$ cat src/rtl/fanpwm_pkg.sv
package fanpwm_pkg;
    localparam int DUTY_W  = 8;
    localparam int MODE_LO = 4;
    localparam int MODE_HI = 6;
    localparam int EN_BIT  = 0;

    localparam logic [2:0] MODE_MANUAL = 3'd0;
    localparam logic [2:0] MODE_AUTO   = 3'd1;
    localparam logic [2:0] MODE_OFF    = 3'd2;
    localparam logic [2:0] MODE_FULL   = 3'd7;

    typedef logic [DUTY_W-1:0] duty_t;
endpackage

$ cat src/rtl/fanpwm_period.sv
module fanpwm_period #(
    parameter int W = 8
) (
    input  logic         clk,
    input  logic         rst_n,
    input  logic         tick_i,
    output logic [W-1:0] cnt_o,
    output logic         wrap_o
);
    localparam logic [W-1:0] CNT_MAX = {W{1'b1}};

    logic [W-1:0] cnt_d, cnt_q;

    always_comb begin
        cnt_d = cnt_q;
        if (tick_i) cnt_d = cnt_q + 1'b1;
    end

    always_ff @(posedge clk) begin
        if (!rst_n) cnt_q <= '0;
        else        cnt_q <= cnt_d;
    end

    assign cnt_o  = cnt_q;
    assign wrap_o = tick_i && (cnt_q == CNT_MAX);

    // one step per tick
    p_cnt_step_r9: assert property (@(posedge clk) disable iff (!rst_n)
        tick_i |=> cnt_q == $past(cnt_q) + 1'b1);
    // no tick, no movement
    p_cnt_hold_r9: assert property (@(posedge clk) disable iff (!rst_n)
        !tick_i |=> $stable(cnt_q));
endmodule

$ cat src/rtl/fanpwm_regs.sv
module fanpwm_regs #(
    parameter int         NCH       = 4,
    parameter int         AW        = 5,
    parameter logic [7:0] BANK_BASE = 8'h10,
    parameter int         BANK_STEP = 2,
    parameter logic [AW-1:0] OFF_CTRL = 5'h10,
    parameter logic [AW-1:0] OFF_DUTY = 5'h12
) (
    input  logic               clk,
    input  logic               rst_n,
    input  logic               wr_i,
    input  logic [7:0]         bank_i,
    input  logic [AW-1:0]      addr_i,
    input  logic [7:0]         wdata_i,
    output logic [7:0]         rdata_o,
    output logic [NCH-1:0][7:0] ctrl_o,
    output logic [NCH-1:0][7:0] duty_o
);
    typedef struct packed {
        logic [NCH-1:0][7:0] ctrl;
        logic [NCH-1:0][7:0] duty;
    } regs_t;

    regs_t st_d, st_q;
    logic  any_hit;

    always_comb begin
        st_d    = st_q;
        rdata_o = '0;
        any_hit = 1'b0;
        for (int i = 0; i < NCH; i++) begin
            if (bank_i == 8'(BANK_BASE + BANK_STEP * i)) begin
                if (addr_i == OFF_CTRL) begin
                    rdata_o = st_q.ctrl[i];
                    any_hit = 1'b1;
                    if (wr_i) st_d.ctrl[i] = wdata_i;
                end else if (addr_i == OFF_DUTY) begin
                    rdata_o = st_q.duty[i];
                    any_hit = 1'b1;
                    if (wr_i) st_d.duty[i] = wdata_i;
                end
            end
        end
    end

    always_ff @(posedge clk) begin
        if (!rst_n) st_q <= '0;
        else        st_q <= st_d;
    end

    assign ctrl_o = st_q.ctrl;
    assign duty_o = st_q.duty;

    // a write that decodes to nothing leaves every register alone
    p_stray_write_r2: assert property (@(posedge clk) disable iff (!rst_n)
        (wr_i && !any_hit) |=> ($stable(st_q.ctrl) && $stable(st_q.duty)));
endmodule

$ cat src/rtl/fanpwm_chan.sv
module fanpwm_chan
    import fanpwm_pkg::*;
(
    input  logic  clk,
    input  logic  rst_n,
    input  logic [7:0] ctrl_i,
    input  duty_t duty_i,
    input  duty_t auto_i,
    input  duty_t cnt_i,
    input  logic  wrap_i,
    output logic  pwm_o
);
    duty_t      act_d, act_q;
    logic [2:0] mode;
    logic       en;

    assign mode = ctrl_i[MODE_HI:MODE_LO];
    assign en   = ctrl_i[EN_BIT];

    always_comb begin
        act_d = act_q;
        if (wrap_i) act_d = (mode == MODE_AUTO) ? auto_i : duty_i;
    end

    always_ff @(posedge clk) begin
        if (!rst_n) act_q <= '0;
        else        act_q <= act_d;
    end

    always_comb begin
        pwm_o = 1'b0;
        if (en) begin
            unique case (mode)
                MODE_MANUAL, MODE_AUTO: pwm_o = (cnt_i < act_q);
                MODE_FULL:              pwm_o = 1'b1;
                default:                pwm_o = 1'b0;
            endcase
        end
    end

    // the duty in use moves only at the period boundary
    p_act_hold_r8: assert property (@(posedge clk) disable iff (!rst_n)
        !wrap_i |=> $stable(act_q));
endmodule

$ cat src/rtl/fanpwm_top.sv
module fanpwm_top
    import fanpwm_pkg::*;
#(
    parameter int NCH = 4,
    parameter int AW  = 5
) (
    input  logic              clk,
    input  logic              rst_n,
    input  logic              tick_i,
    input  logic              bus_wr_i,
    input  logic [7:0]        bus_bank_i,
    input  logic [AW-1:0]     bus_addr_i,
    input  logic [7:0]        bus_wdata_i,
    output logic [7:0]        bus_rdata_o,
    input  logic [NCH*8-1:0]  auto_duty_i,
    output logic [NCH-1:0]    pwm_o
);
    logic [NCH-1:0][7:0] ctrl, duty;
    duty_t               cnt;
    logic                wrap;

    fanpwm_period #(.W(DUTY_W)) u_period (
        .clk(clk), .rst_n(rst_n), .tick_i(tick_i),
        .cnt_o(cnt), .wrap_o(wrap)
    );

    fanpwm_regs #(.NCH(NCH), .AW(AW)) u_regs (
        .clk(clk), .rst_n(rst_n), .wr_i(bus_wr_i), .bank_i(bus_bank_i),
        .addr_i(bus_addr_i), .wdata_i(bus_wdata_i), .rdata_o(bus_rdata_o),
        .ctrl_o(ctrl), .duty_o(duty)
    );

    for (genvar g = 0; g < NCH; g++) begin : g_ch
        fanpwm_chan u_chan (
            .clk(clk), .rst_n(rst_n), .ctrl_i(ctrl[g]), .duty_i(duty[g]),
            .auto_i(auto_duty_i[g*8 +: 8]), .cnt_i(cnt), .wrap_i(wrap),
            .pwm_o(pwm_o[g])
        );

        // a disabled channel stays low across cycles
        p_disabled_low_r3: assert property (@(posedge clk) disable iff (!rst_n)
            !ctrl[g][EN_BIT] |-> !pwm_o[g]);
        // forced off gives a low output
        p_off_low_r6: assert property (@(posedge clk) disable iff (!rst_n)
            (ctrl[g][MODE_HI:MODE_LO] == MODE_OFF) |-> !pwm_o[g]);
    end
endmodule

$ cat config.mk
export PLATFORM = sky130hd
export DESIGN_NAME = fanpwm_top
export DESIGN_NICKNAME = d
export VERILOG_FILES = /design/src/rtl/fanpwm_pkg.sv /design/src/rtl/fanpwm_period.sv /design/src/rtl/fanpwm_regs.sv /design/src/rtl/fanpwm_chan.sv /design/src/rtl/fanpwm_top.sv
export SDC_FILE = /design/constraint.sdc
export NUM_CORES = 1
export LEC_CHECK = 0
export BUFFER_PORTS_ARGS = -buffer_cell sky130_fd_sc_hd__buf_2
export CORE_UTILIZATION = 55
export CTS_BUF_LIST = sky130_fd_sc_hd__clkbuf_4
export CTS_CLUSTER_DIAMETER = 50
export DETAILED_ROUTE_END_ITERATION = 16
export PLACE_DENSITY = 0.77
export SYNTH_ARGS = -nofsm -noshare
export SYNTH_HDL_FRONTEND = slang
export SYNTH_SLANG_ARGS = --single-unit
$ cat constraint.sdc
create_clock -name clk -period 2.71 [get_ports clk]
set_input_delay 0.813 -clock clk [delete_from_list [all_inputs] [get_ports clk]]
set_output_delay 0.813 -clock clk [all_outputs]
set_load 0.05 [all_outputs]
After elaboration in Yosys (flattened, before gate mapping)
Index checks and enable logic that the tools add are counted.
Storage, ports and cells
  register bits after elaboration: 104
  bits of input ports: 57
  output and inout port bits: 12
  word-level logic and storage cells: 75
Cells by class
  add/sub/neg operators: 1
  $lt $le $gt $ge: 4
  equality and inequality tests: 15
  muxes and demuxes: 24
  bitwise logic cells: 1
  reductions and logical operators: 17
Operators by type and width (number)
  8-bit 2-to-1 mux: 16
  8-bit by 5-bit == test with 1-bit output (second input constant): 4
  8-bit < comparator: 4
  4-bit AND reduction: 4
  3-bit by 1-bit == test with 1-bit output (second input constant): 4
  3-bit == test (second input constant): 4
  3-bit logical NOT: 4
  3-bit AND reduction: 4
  5-bit == test (second input constant): 2
  8-bit by 1-bit adder with 8-bit output (second input constant): 1
  8-bit == test (second input constant): 1
  1-bit case mux with 2 select lines: 4
  2-bit OR reduction: 4
  1-bit 2-to-1 mux: 4
  1-bit logical AND: 1
  1-bit NOT: 1

Longest topological paths before layout
  depth after elaboration: 13
  gate-level depth with buffers: 7
  depth with buffers taken out: 6

Modules after synthesis
A second synthesis with hierarchy kept.
Unflattened totals
  cell total of the unflattened synthesis: 561
  area, all modules: 5665.4 um2
Modules (own cells, without submodules)
  fanpwm_regs: instances 1, cells an instance 278, area an instance 3155.5 um2, seq. area each 1281.2 um2
  fanpwm_chan: instances 4, cells an instance 61, area an instance 535.5 um2, seq. area each 160.2 um2
  fanpwm_period: instances 1, cells an instance 39, area an instance 367.9 um2, seq. area each 160.2 um2

Worst setup path after synthesis
Ideal clock, no wire load.
  kind: input-to-output
  start point: input port bus_bank_i[0]
  end point: output port bus_rdata_o[4]
  arrival time: 2.697 ns
  required time: 1.897 ns
  slack: -0.800 ns
  stages on the path: 4
  path buffers: 0
  cell sequence: nor4b_4 > nand3_1 > or3_1 > a32oi_1
On the way
  cells in the longest elaborated chain, start to end: 11
  elaborated cells between the ends (all ways): 14
  classes of those cells: 4 x eq/ne; 10 x mux
RTL lines
  start: declaration: line fanpwm_top.sv:11  | input logic [7:0] bus_bank_i,
  8-bit by 5-bit == test with 1-bit output: line fanpwm_regs.sv:32  | if (bank_i == 8'(BANK_BASE + BANK_STEP * i)) begin
  8-bit 2-to-1 mux: line fanpwm_regs.sv:32
  8-bit 2-to-1 mux: line fanpwm_regs.sv:37  | end else if (addr_i == OFF_DUTY) begin
  8-bit 2-to-1 mux: line fanpwm_regs.sv:33  | if (addr_i == OFF_CTRL) begin
  8-bit 2-to-1 mux: line fanpwm_regs.sv:32
  8-bit 2-to-1 mux: line fanpwm_regs.sv:37
  8-bit 2-to-1 mux: line fanpwm_regs.sv:33
  8-bit 2-to-1 mux: line fanpwm_regs.sv:32
  8-bit 2-to-1 mux: line fanpwm_regs.sv:37
  8-bit 2-to-1 mux: line fanpwm_regs.sv:33
  8-bit 2-to-1 mux (*): line fanpwm_regs.sv:32
  end: declaration: line fanpwm_top.sv:14  | output logic [7:0] bus_rdata_o,
Mark *: on every way between the ends. The rest lies on a longest branch, timed or not.

Worst setup path after layout
  start point: input port bus_addr_i[3]
  end point: output port bus_rdata_o[1]
On the way
  cells in the longest elaborated chain, start to end: 13
  elaborated cells between the ends (all ways): 14
  classes of those cells: 2 x eq/ne; 12 x mux
RTL lines
  start: declaration: line fanpwm_top.sv:12  | input logic [AW-1:0] bus_addr_i,
  5-bit == test: line fanpwm_regs.sv:37
  8-bit 2-to-1 mux: line fanpwm_regs.sv:37
  8-bit 2-to-1 mux: line fanpwm_regs.sv:33
  8-bit 2-to-1 mux: line fanpwm_regs.sv:32
  8-bit 2-to-1 mux: line fanpwm_regs.sv:37
  8-bit 2-to-1 mux: line fanpwm_regs.sv:33
  8-bit 2-to-1 mux: line fanpwm_regs.sv:32
  8-bit 2-to-1 mux: line fanpwm_regs.sv:37
  8-bit 2-to-1 mux: line fanpwm_regs.sv:33
  8-bit 2-to-1 mux: line fanpwm_regs.sv:32
  8-bit 2-to-1 mux: line fanpwm_regs.sv:37
  8-bit 2-to-1 mux: line fanpwm_regs.sv:33
  8-bit 2-to-1 mux (*): line fanpwm_regs.sv:32
Marked as above.

==> out/results.ini <==
[outcome]
status=finished, violations left
violations=negative setup slack

[pwr]
vdd.ir_drop.worst_mv=0.389
p_sw_frac=0.253
net_switching_component_of_the_power_w=0.000693
leakagePower_nw=3.15
combPwrFrac=0.100
power.total_w=0.00274
intPower_w=0.00205
power.density_nw_per_um2=377
seq_power_share=0.562
power_frac_clock=0.338

[sta]
slew-limit-headroom=0.615
worst-slew-pin-transition_ps=578
post-route-period-util=1.17
maximum_clock_frequency_mhz=315
timing.final.hold_violations=0
final_setup_violations=12
timing.hold.ws_ps=472
fin_worst_skew_ps=9.10
maxSlewViolCount=0
grt_setup_unrepaired=true
setup_ws_ps=-469
final.min_clock_period_ps=3180
post_route_setup_tns_ps=-3320

[hold_path]
hold-path-endpoint=u_regs.ctrl_o[17]
hold_class=register to register
start_point_of_the_worst_hold_path=u_regs.ctrl_o[17]
min_delay_path_depth=2

[worst_setup_path]
ff2ff_path_depth=6
worst_setup_path_end_kind=primary output
worstSetupPathType=input pin to primary output
rr_startpoint=u_period.cnt_o[0]
timing.rr.end=g_ch[3].u_chan.act_q[0]
required_ps=1900
crit_fanout=5
arrival_ps=2370
worstSetupStartpointType=input pin
r2r_setup_slk_ps=540

[synth]
synth_edf_count=0
syn-num-nets=673
area_of_the_mapped_netlist_sq_um=5700
dominantRegCellSynth=dfxtp_1
ys.warnings.count=0
ys_ff_latch=104
sequential_cell_area_fraction_in_the_yosys_report=0.365
synth.area.top_cells=dfxtp_1 (37%), mux2i_1 (18%), nand2_1 (7.7%)
yosysUniqueCellTypes=45
synth_area_leader_cell=dfxtp_1
netlist_instances=587
synth-async-reset-ratio=0
synth_top_area_share=0.365
syn_area_per_cell_sq_um=9.72

[grt]
grt_pass1_vias=4897
first_pass_grt_wire_length_um=26100
grt_start_max_net_pins=39
grt.overflow.total=0
antenna_found_initial=0
grt_use_total=0.314

[route]
dr.pass1.iters=5
detailroute.via_count=4974
route.detailed.wl_per_inst_um=20.5
detail_route.vias_per_cell=6.11
initialDrtViolationCount=450
finalWirelength_um=16700
drc=0
ant_nets=0

[placement]
hpwlAfterDp_um=11600
dp_worst_setup_slack_ps=-515
routabilityCongestion=0.905
port-buffer-count=68

[finish]
insertedDiodeCount=0
drive_above_1_share=0.323
post-route-util=0.733
syn_to_final_growth_pct=27.4
finish.net_count=762

[floorplan]
count_of_pins_on_the_block_boundary=69
horiz_die_dim_um=104
fp.coreArea_sq_um=9910
chipHeight_um=104
initial_core_util=0.576
total_die_area_sq_um=10800
row_count=36

[clock_network]
cts_inserted_buffers=9
clk_latency_ps=470
clock_tree.root_cell=clkbuf_4
cts-htree-levels=3
cts.reportedPaths.clkPinSlew_ps=160
cts_max_path_buffers=2
holdBufCountCts=0
cts_tree=done
cts.sinks=104

[flow_run]
max-cap-violations=0

## worst max-delay path, cell delays in order
cell and delay [ps]:
buf_6 100, or4b_4 560, or3_4 430, a32oi_4 270
buf_6 200
## cell usage in the layout (no fill, tap or decap), types with 5 or more instances in the layout
cell type / n
nand2_1: 117
mux2i_1: 104
dfxtp_1: 91
buf_2: 50
buf_4: 42
o211a_1: 32
inv_1: 27
ha_1: 20
buf_6: 20
clkbuf_4: 10
mux4_2: 9
ha_4: 9
dfxtp_2: 9
nor3b_1: 6
nor2_1: 5
o21ai_0: 5
nand4b_1: 5
or3_4: 5
a31oi_4: 5
a32oi_4: 5
nand3_1: 5
o21ai_2: 5
and2_1: 5
buf_12: 5
## power groups by stage
| stage | Clock [W] | Combinational [W] | Sequential [W] |
|---|---|---|---|
| finish | 0.000925 | 0.000274 | 0.00154 |
| CTS | 0.000929 | 0.000243 | 0.00154 |
| floorplan | 0 | 0.000108 | 0.00157 |
| detailed placement | 0 | 0.000221 | 0.00157 |
| global placement | 0 | 0.000214 | 0.00157 |
| global route | 0.000985 | 0.000292 | 0.00154 |
## metrics by stage
| stage | std cells | area (sq um) |
|---|---|---|
| finish | 814 | 7270 |
| global route | 814 | 7270 |
| CTS | 811 | 7140 |
| detailed placement | 795 | 6590 |
| global placement | 795 | 6590 |
| floorplan | 587 | 5830 |
## state kept, by name, indices dropped and copies added (netlist names)
signal,flops
g_ch.u_chan.act_q,32
u_regs.ctrl_o,32
u_regs.duty_o,32
u_period.cnt_o,8
## final cells by class
| class | count | area, sq um |
|---|---|---|
| Clock buffer | 10 | 75.1 |
| Clock inverter | 6 | 91.3 |
| Fill cell | 704 | 2640 |
| Inverter | 30 | 113 |
| Multi-Input combinational cell | 414 | 3820 |
| Sequential cell | 104 | 2110 |
| Tap cell | 133 | 166 |
| Timing Repair Buffer | 117 | 891 |
## cell usage after synthesis (all sizes together) (2+ instances only)
master / number
mux2i: 105
xnor2: 4
a31oi: 5
nor3b: 9
o211a: 32
nand4: 8
and2: 5
or3: 7
nor3: 2
and3: 3
a32oi: 5
nand2: 117
or4: 4
o2111a: 4
nand3: 7
a21boi: 3
buf: 17
o41ai: 4
nor4b: 4
a21oi: 3
a221oi: 4
mux4: 9
inv: 30
dfxtp: 104
a21o: 4
ha: 29
nor2: 8
clkbuf: 22
nand4b: 5
nand2b: 2
o21a: 4
o21ai: 11
## timing repair
action | CTS | global route
setup endpoints to repair | 12 | 12
pin swaps | 21 | 22
buffers inserted | 2 | 3
resized for setup | 94 | 25
## worst max-delay path by stage
stage                     slack (ps)              to     startpoint  cells past startpoint
after floorplan                 -340  bus_rdata_o[4]  bus_bank_i[5]                      4
after global placement          -500  bus_rdata_o[7]  bus_addr_i[3]                      5
after detailed placement        -520  bus_rdata_o[0]  bus_addr_i[3]                      5
after CTS                       -340  bus_rdata_o[3]  bus_addr_i[3]                      5
after global routing            -500  bus_rdata_o[1]  bus_bank_i[3]                      6
final                           -470  bus_rdata_o[1]  bus_addr_i[3]                      5
## routing by layer
layer / routed length, um / vias up / track usage
met4: 692 / 0 / 0.154
li1: - / 2286 / -
met2: 8210 / 194 / 0.527
met3: 982 / 50 / 0.0705
met5: 0 / - / 0
met1: 6840 / 2444 / 0.380
## cell families (layout without fill, tap and decap cells)
| family | after synthesis | count (layout) | share of synthesized area |
|---|---|---|---|
| fa+ha+maj | 29 | 29 | 0.0636 |
| compound gates | 82 | 82 | 0.120 |
| buf+inv | 69 | 163 | 0.0507 |
| flops | 104 | 104 | 0.365 |
| mux | 114 | 114 | 0.220 |
| simple gates | 184 | 184 | 0.173 |
| xor+xnor | 5 | 5 | 0.00768 |
No activity file was read; power rests on OpenSTA's default activity.
